===== src/rtl/swflow_pkg.sv =====
`timescale 1ns/1ps
package swflow_pkg;
  localparam int N_LANES = 4;
  // lane order is also the status bit order
  localparam int LANE_ON_A  = 0;
  localparam int LANE_ON_B  = 1;
  localparam int LANE_OFF_A = 2;
  localparam int LANE_OFF_B = 3;

  localparam logic [1:0] MODE_NONE = 2'b00;
  localparam logic [1:0] MODE_B    = 2'b01;
  localparam logic [1:0] MODE_A    = 2'b10;
  localparam logic [1:0] MODE_BOTH = 2'b11;

  function automatic logic [N_LANES-1:0] lane_enable(input logic [1:0] mode);
    case (mode)
      MODE_B:    lane_enable = 4'b1010;
      MODE_A:    lane_enable = 4'b0101;
      MODE_BOTH: lane_enable = 4'b1111;
      default:   lane_enable = 4'b0000;
    endcase
  endfunction
endpackage


===== src/rtl/swflow_rx_match.sv =====
`timescale 1ns/1ps
module swflow_rx_match
  import swflow_pkg::*;
#(
  parameter int CHAR_W = 8
) (
  input  logic                            clk,
  input  logic                            rst,
  input  logic                            rx_valid,
  input  logic [CHAR_W-1:0]               rx_char,
  input  logic [N_LANES-1:0][CHAR_W-1:0]  codes,
  input  logic [1:0]                      cmp_mode,
  output logic [N_LANES-1:0]              hit,
  output logic                            req_off,
  output logic                            req_on,
  output logic                            fwd_valid,
  output logic [CHAR_W-1:0]               fwd_char
);
  logic [N_LANES-1:0] eq;
  logic               armed_off, armed_on;
  logic               pair_mode;

  for (genvar i = 0; i < N_LANES; i++) begin : g_cmp
    assign eq[i] = (rx_char == codes[i]);
  end

  assign hit       = eq & lane_enable(cmp_mode) & {N_LANES{rx_valid}};
  assign pair_mode = (cmp_mode == MODE_BOTH);

  always_comb begin
    if (pair_mode) begin
      req_off = hit[LANE_OFF_B] & armed_off;
      req_on  = hit[LANE_ON_B] & armed_on;
    end else begin
      req_off = hit[LANE_OFF_A] | hit[LANE_OFF_B];
      req_on  = (hit[LANE_ON_A] | hit[LANE_ON_B]) & ~req_off;
    end
  end

  // first half of a pair is remembered only until the next character
  always_ff @(posedge clk) begin
    if (rst) begin
      armed_off <= 1'b0;
      armed_on  <= 1'b0;
    end else if (rx_valid) begin
      armed_off <= hit[LANE_OFF_A];
      armed_on  <= hit[LANE_ON_A];
    end
  end

  always_ff @(posedge clk) begin
    if (rst) begin
      fwd_valid <= 1'b0;
      fwd_char  <= '0;
    end else begin
      fwd_valid <= rx_valid & ~(|hit);
      if (rx_valid) fwd_char <= rx_char;
    end
  end

  // flow characters are swallowed
  p_consume_r7: assert property (@(posedge clk) disable iff (rst)
    (rx_valid && (|hit)) |=> !fwd_valid);

  // with recognition off every character passes
  p_pass_r2: assert property (@(posedge clk) disable iff (rst)
    (rx_valid && cmp_mode == MODE_NONE) |=> (fwd_valid && fwd_char == $past(rx_char)));
endmodule


===== src/rtl/swflow_pause_status.sv =====
`timescale 1ns/1ps
module swflow_pause_status
  import swflow_pkg::*;
(
  input  logic               clk,
  input  logic               rst,
  input  logic [N_LANES-1:0] hit,
  input  logic               req_off,
  input  logic               req_on,
  input  logic               tx_busy,
  input  logic               stat_clr,
  output logic               tx_pause,
  output logic [N_LANES-1:0] stat
);
  logic pend;

  always_ff @(posedge clk) begin
    if (rst) begin
      tx_pause <= 1'b0;
      pend     <= 1'b0;
    end else if (req_on) begin
      tx_pause <= 1'b0;
      pend     <= 1'b0;
    end else if (req_off) begin
      if (tx_busy) begin
        pend <= 1'b1;
      end else begin
        tx_pause <= 1'b1;
        pend     <= 1'b0;
      end
    end else if (pend && !tx_busy) begin
      tx_pause <= 1'b1;
      pend     <= 1'b0;
    end
  end

  always_ff @(posedge clk) begin
    if (rst)           stat <= '0;
    else if (stat_clr) stat <= hit;
    else               stat <= stat | hit;
  end

  // the pause never starts while a character is on the line
  p_char_boundary_r6: assert property (@(posedge clk) disable iff (rst)
    $rose(tx_pause) |-> !$past(tx_busy));

  // a resume always wins
  p_resume_r6: assert property (@(posedge clk) disable iff (rst)
    req_on |=> !tx_pause);

  // without a clear no status bit is lost
  p_sticky_r8: assert property (@(posedge clk) disable iff (rst)
    !stat_clr |=> ((stat & $past(stat)) == $past(stat)));
endmodule


===== src/rtl/swflow_level_mon.sv =====
`timescale 1ns/1ps
module swflow_level_mon
  import swflow_pkg::*;
#(
  parameter int FIFO_DEPTH = 128,
  parameter int STEP       = 8,
  parameter int THR_W      = 4
) (
  input  logic                              clk,
  input  logic                              rst,
  input  logic [$clog2(FIFO_DEPTH+1)-1:0]   fifo_level,
  input  logic [2*THR_W-1:0]                thresh_cfg,
  input  logic [1:0]                        gen_mode,
  input  logic                              busy,
  output logic                              start_off,
  output logic                              start_on
);
  localparam int LVL_W   = $clog2(FIFO_DEPTH+1);
  localparam int STEP_SH = $clog2(STEP);
  localparam int CMP_W   = LVL_W + THR_W + STEP_SH;

  logic [CMP_W-1:0] halt_lvl, res_lvl, lvl;
  logic             halted, en;

  assign halt_lvl = CMP_W'(thresh_cfg[THR_W-1:0]) << STEP_SH;
  assign res_lvl  = CMP_W'(thresh_cfg[2*THR_W-1:THR_W]) << STEP_SH;
  assign lvl      = CMP_W'(fifo_level);
  assign en       = (gen_mode != MODE_NONE);

  assign start_off = en & ~busy & ~halted & (lvl >= halt_lvl);
  assign start_on  = en & ~busy & halted & (lvl <= res_lvl);

  always_ff @(posedge clk) begin
    if (rst || !en)     halted <= 1'b0;
    else if (start_off) halted <= 1'b1;
    else if (start_on)  halted <= 1'b0;
  end

  // each crossing is announced a single time
  p_once_r10: assert property (@(posedge clk) disable iff (rst)
    start_off |=> !start_off);
endmodule


===== src/rtl/swflow_inj_seq.sv =====
`timescale 1ns/1ps
module swflow_inj_seq
  import swflow_pkg::*;
#(
  parameter int CHAR_W = 8
) (
  input  logic                            clk,
  input  logic                            rst,
  input  logic                            start_off,
  input  logic                            start_on,
  input  logic [1:0]                      gen_mode,
  input  logic [N_LANES-1:0][CHAR_W-1:0]  codes,
  input  logic                            inj_ack,
  output logic                            inj_req,
  output logic [CHAR_W-1:0]               inj_char
);
  logic              second_pend;
  logic [CHAR_W-1:0] second_char;
  logic [CHAR_W-1:0] code_a, code_b;

  assign code_a = start_off ? codes[LANE_OFF_A] : codes[LANE_ON_A];
  assign code_b = start_off ? codes[LANE_OFF_B] : codes[LANE_ON_B];

  always_ff @(posedge clk) begin
    if (rst) begin
      inj_req     <= 1'b0;
      inj_char    <= '0;
      second_pend <= 1'b0;
      second_char <= '0;
    end else if (inj_req) begin
      if (inj_ack) begin
        if (second_pend) begin
          inj_char    <= second_char;
          second_pend <= 1'b0;
        end else begin
          inj_req <= 1'b0;
        end
      end
    end else if (start_off || start_on) begin
      inj_req <= 1'b1;
      case (gen_mode)
        MODE_A:    inj_char <= code_a;
        MODE_BOTH: begin
          inj_char    <= code_a;
          second_char <= code_b;
          second_pend <= 1'b1;
        end
        default:   inj_char <= code_b;
      endcase
    end
  end

  // request and character wait for the acknowledge
  p_hold_r12: assert property (@(posedge clk) disable iff (rst)
    (inj_req && !inj_ack) |=> (inj_req && $stable(inj_char)));

  // generation off means no request ever starts
  p_gen_off_r11: assert property (@(posedge clk) disable iff (rst)
    $rose(inj_req) |-> ($past(gen_mode) != MODE_NONE));
endmodule


===== src/rtl/swflow_ctrl.sv =====
`timescale 1ns/1ps
module swflow_ctrl
  import swflow_pkg::*;
#(
  parameter int CHAR_W     = 8,
  parameter int FIFO_DEPTH = 128,
  parameter int STEP       = 8,
  parameter int THR_W      = 4
) (
  input  logic                            clk,
  input  logic                            rst,
  input  logic                            rx_valid,
  input  logic [CHAR_W-1:0]               rx_char,
  input  logic [1:0]                      cmp_mode,
  input  logic [1:0]                      gen_mode,
  input  logic [CHAR_W-1:0]               xon_a_code,
  input  logic [CHAR_W-1:0]               xon_b_code,
  input  logic [CHAR_W-1:0]               xoff_a_code,
  input  logic [CHAR_W-1:0]               xoff_b_code,
  input  logic [$clog2(FIFO_DEPTH+1)-1:0] fifo_level,
  input  logic [2*THR_W-1:0]              thresh_cfg,
  input  logic                            tx_busy,
  input  logic                            inj_ack,
  input  logic                            stat_clr,
  output logic                            rx_fwd_valid,
  output logic [CHAR_W-1:0]               rx_fwd_char,
  output logic                            tx_pause,
  output logic                            data_grant,
  output logic                            inj_req,
  output logic [CHAR_W-1:0]               inj_char,
  output logic [N_LANES-1:0]              stat
);
  logic [N_LANES-1:0][CHAR_W-1:0] codes;
  logic [N_LANES-1:0]             hit;
  logic                           req_off, req_on;
  logic                           start_off, start_on;

  always_comb begin
    codes[LANE_ON_A]  = xon_a_code;
    codes[LANE_ON_B]  = xon_b_code;
    codes[LANE_OFF_A] = xoff_a_code;
    codes[LANE_OFF_B] = xoff_b_code;
  end

  swflow_rx_match #(.CHAR_W(CHAR_W)) u_match (
    .clk(clk), .rst(rst), .rx_valid(rx_valid), .rx_char(rx_char),
    .codes(codes), .cmp_mode(cmp_mode), .hit(hit),
    .req_off(req_off), .req_on(req_on),
    .fwd_valid(rx_fwd_valid), .fwd_char(rx_fwd_char)
  );

  swflow_pause_status u_pause (
    .clk(clk), .rst(rst), .hit(hit), .req_off(req_off), .req_on(req_on),
    .tx_busy(tx_busy), .stat_clr(stat_clr), .tx_pause(tx_pause), .stat(stat)
  );

  swflow_level_mon #(.FIFO_DEPTH(FIFO_DEPTH), .STEP(STEP), .THR_W(THR_W)) u_level (
    .clk(clk), .rst(rst), .fifo_level(fifo_level), .thresh_cfg(thresh_cfg),
    .gen_mode(gen_mode), .busy(inj_req),
    .start_off(start_off), .start_on(start_on)
  );

  swflow_inj_seq #(.CHAR_W(CHAR_W)) u_inj (
    .clk(clk), .rst(rst), .start_off(start_off), .start_on(start_on),
    .gen_mode(gen_mode), .codes(codes), .inj_ack(inj_ack),
    .inj_req(inj_req), .inj_char(inj_char)
  );

  // flow characters and a remote pause both block queued data
  assign data_grant = ~tx_pause & ~inj_req;
endmodule


===== config.mk =====
export PLATFORM = sky130hd
export DESIGN_NAME = swflow_ctrl
export DESIGN_NICKNAME = d
export VERILOG_FILES = /design/src/rtl/swflow_pkg.sv /design/src/rtl/swflow_rx_match.sv /design/src/rtl/swflow_pause_status.sv /design/src/rtl/swflow_level_mon.sv /design/src/rtl/swflow_inj_seq.sv /design/src/rtl/swflow_ctrl.sv
export SDC_FILE = /design/constraint.sdc
export NUM_CORES = 1
export LEC_CHECK = 0
export ABC_AREA = 1
export BUFFER_PORTS_ARGS = -buffer_cell sky130_fd_sc_hd__buf_2
export CORE_MARGIN = 2
export CORE_UTILIZATION = 48
export CTS_BUF_LIST = sky130_fd_sc_hd__clkbuf_16
export DETAILED_ROUTE_END_ITERATION = 16
export PLACE_DENSITY_LB_ADDON = 0.3
export SYNTH_ARGS = -nofsm -noshare
export SYNTH_HDL_FRONTEND = slang
export SYNTH_SLANG_ARGS = --single-unit

===== constraint.sdc =====
create_clock -name clk -period 3.8 [get_ports clk]
set_input_delay 0.76 -clock clk [delete_from_list [all_inputs] [get_ports clk]]
set_output_delay 0.76 -clock clk [all_outputs]
set_load 0.05 [all_outputs]

==> flow_summary.yaml <==
synthesis:
  yosys.area.top_type: "dfxtp_1"
  yosysTopAreaCellShare_pct: 27.4
  netlist_top_cells_area: "dfxtp_1 (27%), nand2_1 (18%), inv_1 (10%), nand3_1 (9.5%), nor2_1 (6.0%)"
  synth_top_family_by_area: "simple AND/OR/NAND/NOR gates"
  synthAdderAreaFrac_pct: 3.80
  yosys_most_used_dff: "dfxtp_1"
  synth_nets: 507
  synthesis.area_sq_um: 2640
  synth_compound_area_share_pct: 11.3
  yosys-top-cells-count: "nand2_1 (127), inv_1 (70), nand3_1 (50)"
  yosys.area_share.simple_pct: 40.7
  synth.mux.area_fraction_pct: 0
  synth_cell_types: 32
  synth-edff-count: 0
  synthArstFlopShare_pct: 0
  synth_xor_area_share_pct: 3.66
  seq_area_frac_synth_pct: 27.4
  syn_avg_cell_area_sq_um: 6.09
  syn_inst: 433
  synth_seq_cells: 36
  yosysMostFrequentCell: "nand2_1"
  yosys_warnings: 0
detailed_routing:
  vias_per_cell: 4.82
  drt_iter0_markers: 125
  wl_met2_mm: 3.05
  wl_met3_um: 300
  wirelength_mm: 6.69
  highest_layer: "met4"
  met1_length_mm: 3.22
  via_count: 2824
  drt_pass1_iterations: 4
  wl_per_cell_um: 11.4
  drc: 0
  drtAntennaViolNets: 0
floorplan:
  io_pins: 90
  core_sq_um: 5200
  die-area_sq_um: 6100
  rows: 26
  die_h_um: 78.1
  die_w_um: 78.1
  start_util_pct: 50.6
timing:
  hold_viol: 0
  worstMarginPinSlew_ns: 0.692
  fin_tns_setup_ns: 0
  relSlewSlack_pct: 53.8
  period_share_pct: 58.3
  rsz0062_at_grt: "false"
  finalSetupViolations: 0
  fin_skew_ns: 0.00277
  worst_slack_ns: 1.59
  drv_slew: 0
  max_freq_mhz: 452
  fin_crit_ns: 2.21
finish:
  nets: 590
  area_delta_synth_final_pct: 22.4
  layoutNonFillerInstCount: 586
  drive_above_1_share_pct: 23.4
  diodes: 0
worst_setup_path:
  r2r_slack_ns: 1.75
  cp.required_ns: 3.96
  cp_data_arrival_time_ns: 2.38
  worstPathMaxFanout: 19
  critPathCaptureType: "flop"
  startpoint_type: "input port"
  criticalPathCategory: "input port to flop"
clock_network:
  cts_made_buffers: 5
  cts_sinks: 36
  cts_setup_buffers: 0
  cts_tree: "built"
  htreeDepth: 2
  clk_path_buf_depth: 2
  post_cts_resized: 0
  clock_latency_ns: 0.28
  clk_pin_slew_worst_paths_ns: 0.05
  clock-root-buffer: "clkbuf_16"
  hold_buffers: 0
grt:
  grt_pass1_wl_mm: 11.5
  grt_max_degree: 27
  grt_usage_pct: 23.5
  grt_pass1_vias: 2656
  gr-total-overflow: 0
  antenna_found_initial: 0
min_path:
  holdCritPathClass: "flop to flop"
status:
  run_status: "finished, final reports clean"
place:
  io_buffers: 89
  hpwl_mm: 5.46
  dpl.cell_count: 579
  routabilityCongestion: 0.895
  pre_cts_ws_ns: 1.29
power_and_ir_drop:
  p_per_area_nw_per_um2: 384
  leakage_nw: 1.83
  ir_drop_v: 0.000283
job:
  cap_violations: 0
[cells by family (layout without fill, tap and decap cells)]
logic type                 count (synthesis)  count (layout)
buffers and inverters                     85             168
adders and majority gates                  8               8
and+or+nand+nor                          241             241
AOI/OAI and AO/OA                         52              52
xor gates and xnor gates                  11              11
DFF                                       36              36
[routing by layer]
layer | up-vias | track usage, %
met5 | - | 0
li1 | 1513 | -
met1 | 1235 | 30.9
met4 | 0 | 7.54
met2 | 65 | 39.0
met3 | 11 | 4.71
[worst paths after layout]
path / from / endpoint / cells past startpoint
max: fifo_level[5] / u_inj.second_char[1] / 11
min: u_pause.stat[3] / u_pause.stat[3] / 2
max reg2reg: u_inj.inj_req / u_inj.second_char[1] / 8
min reg2reg: u_pause.stat[3] / u_pause.stat[3] / 2
[placed cells by master, fill, tap and decap left out]
| cell type | netlist | layout |
|---|---|---|
| nand4_1 | 3 | 3 |
| clkinv_2 | 0 | 1 |
| inv_1 | 70 | 71 |
| inv_2 | 2 | 2 |
| o211ai_1 | 1 | 1 |
| nor2_4 | 1 | 1 |
| nand3_4 | 2 | 2 |
| nand2_8 | 1 | 1 |
| o22ai_1 | 2 | 2 |
| a21oi_1 | 21 | 21 |
| nand3_1 | 50 | 50 |
| xor2_1 | 9 | 9 |
| xnor2_1 | 2 | 2 |
| clkbuf_16 | 0 | 5 |
| buf_2 | 3 | 89 |
| nor3_1 | 1 | 1 |
| nand2_4 | 1 | 1 |
| nor2_2 | 8 | 8 |
| o21ai_1 | 1 | 1 |
| nand3_2 | 1 | 1 |
| o21ai_0 | 18 | 18 |
| ha_1 | 8 | 8 |
| nor2_1 | 42 | 42 |
| nand3b_1 | 1 | 1 |
| or2_2 | 1 | 1 |
| a21oi_2 | 9 | 9 |
| nand2_1 | 127 | 127 |
| dfxtp_1 | 36 | 36 |
| nor4_1 | 1 | 1 |
| or2_0 | 1 | 1 |
[through the flow]
step / util [%] / hold WS [ns] / cell area [sq um] / power [W]
floorplan: - / 0.444 / 2640 / 0.000761
global placement: 59.4 / 0.450 / 3090 / 0.000854
detailed placement: 59.4 / 0.455 / 3090 / 0.000863
CTS: 62.0 / 0.463 / 3230 / 0.00124
global route: 62.0 / 0.491 / 3230 / 0.00132
finish: 62.0 / 0.459 / 3230 / 0.00124
[flip-flops by register name, indices dropped and copies added, names as in the netlist]
name / flops
u_inj.inj_char: 8
u_level.halted: 1
u_match.armed_off: 1
u_inj.inj_req: 1
u_match.armed_on: 1
u_inj.second_pend: 1
u_match.fwd_char: 8
u_inj.second_char: 8
u_pause.tx_pause: 1
u_match.fwd_valid: 1
u_pause.pend: 1
u_pause.stat: 4
[critical path: stages]
cell and delay [ns]:
buf_2 0.11, ha_1 0.28, nand2_1 0.06, nor2_1 0.13
nand2_1 0.10, nand3_4 0.21, nand2_8 0.14, nand2_1 0.11
nand3_2 0.15, o21ai_0 0.24, nor2_1 0.07
[area by class of cell]
type | count | area, sq um
tap | 70 | 87.6
fill | 512 | 1980
sequential | 36 | 721
clock inverter | 2 | 8.76
timing repair buffer | 89 | 445
clock buffer | 5 | 125
multi-input combinational | 312 | 1570
inverter | 72 | 270
[power by group]
part	total [W]	switching, W	internal, W
clock network	0.000384	0.000149	0.000235
logic	0.000426	0.000293	0.000133
registers	0.000429	0.0000196	0.000409
Note: power is estimated with default switching activity, not from simulation.
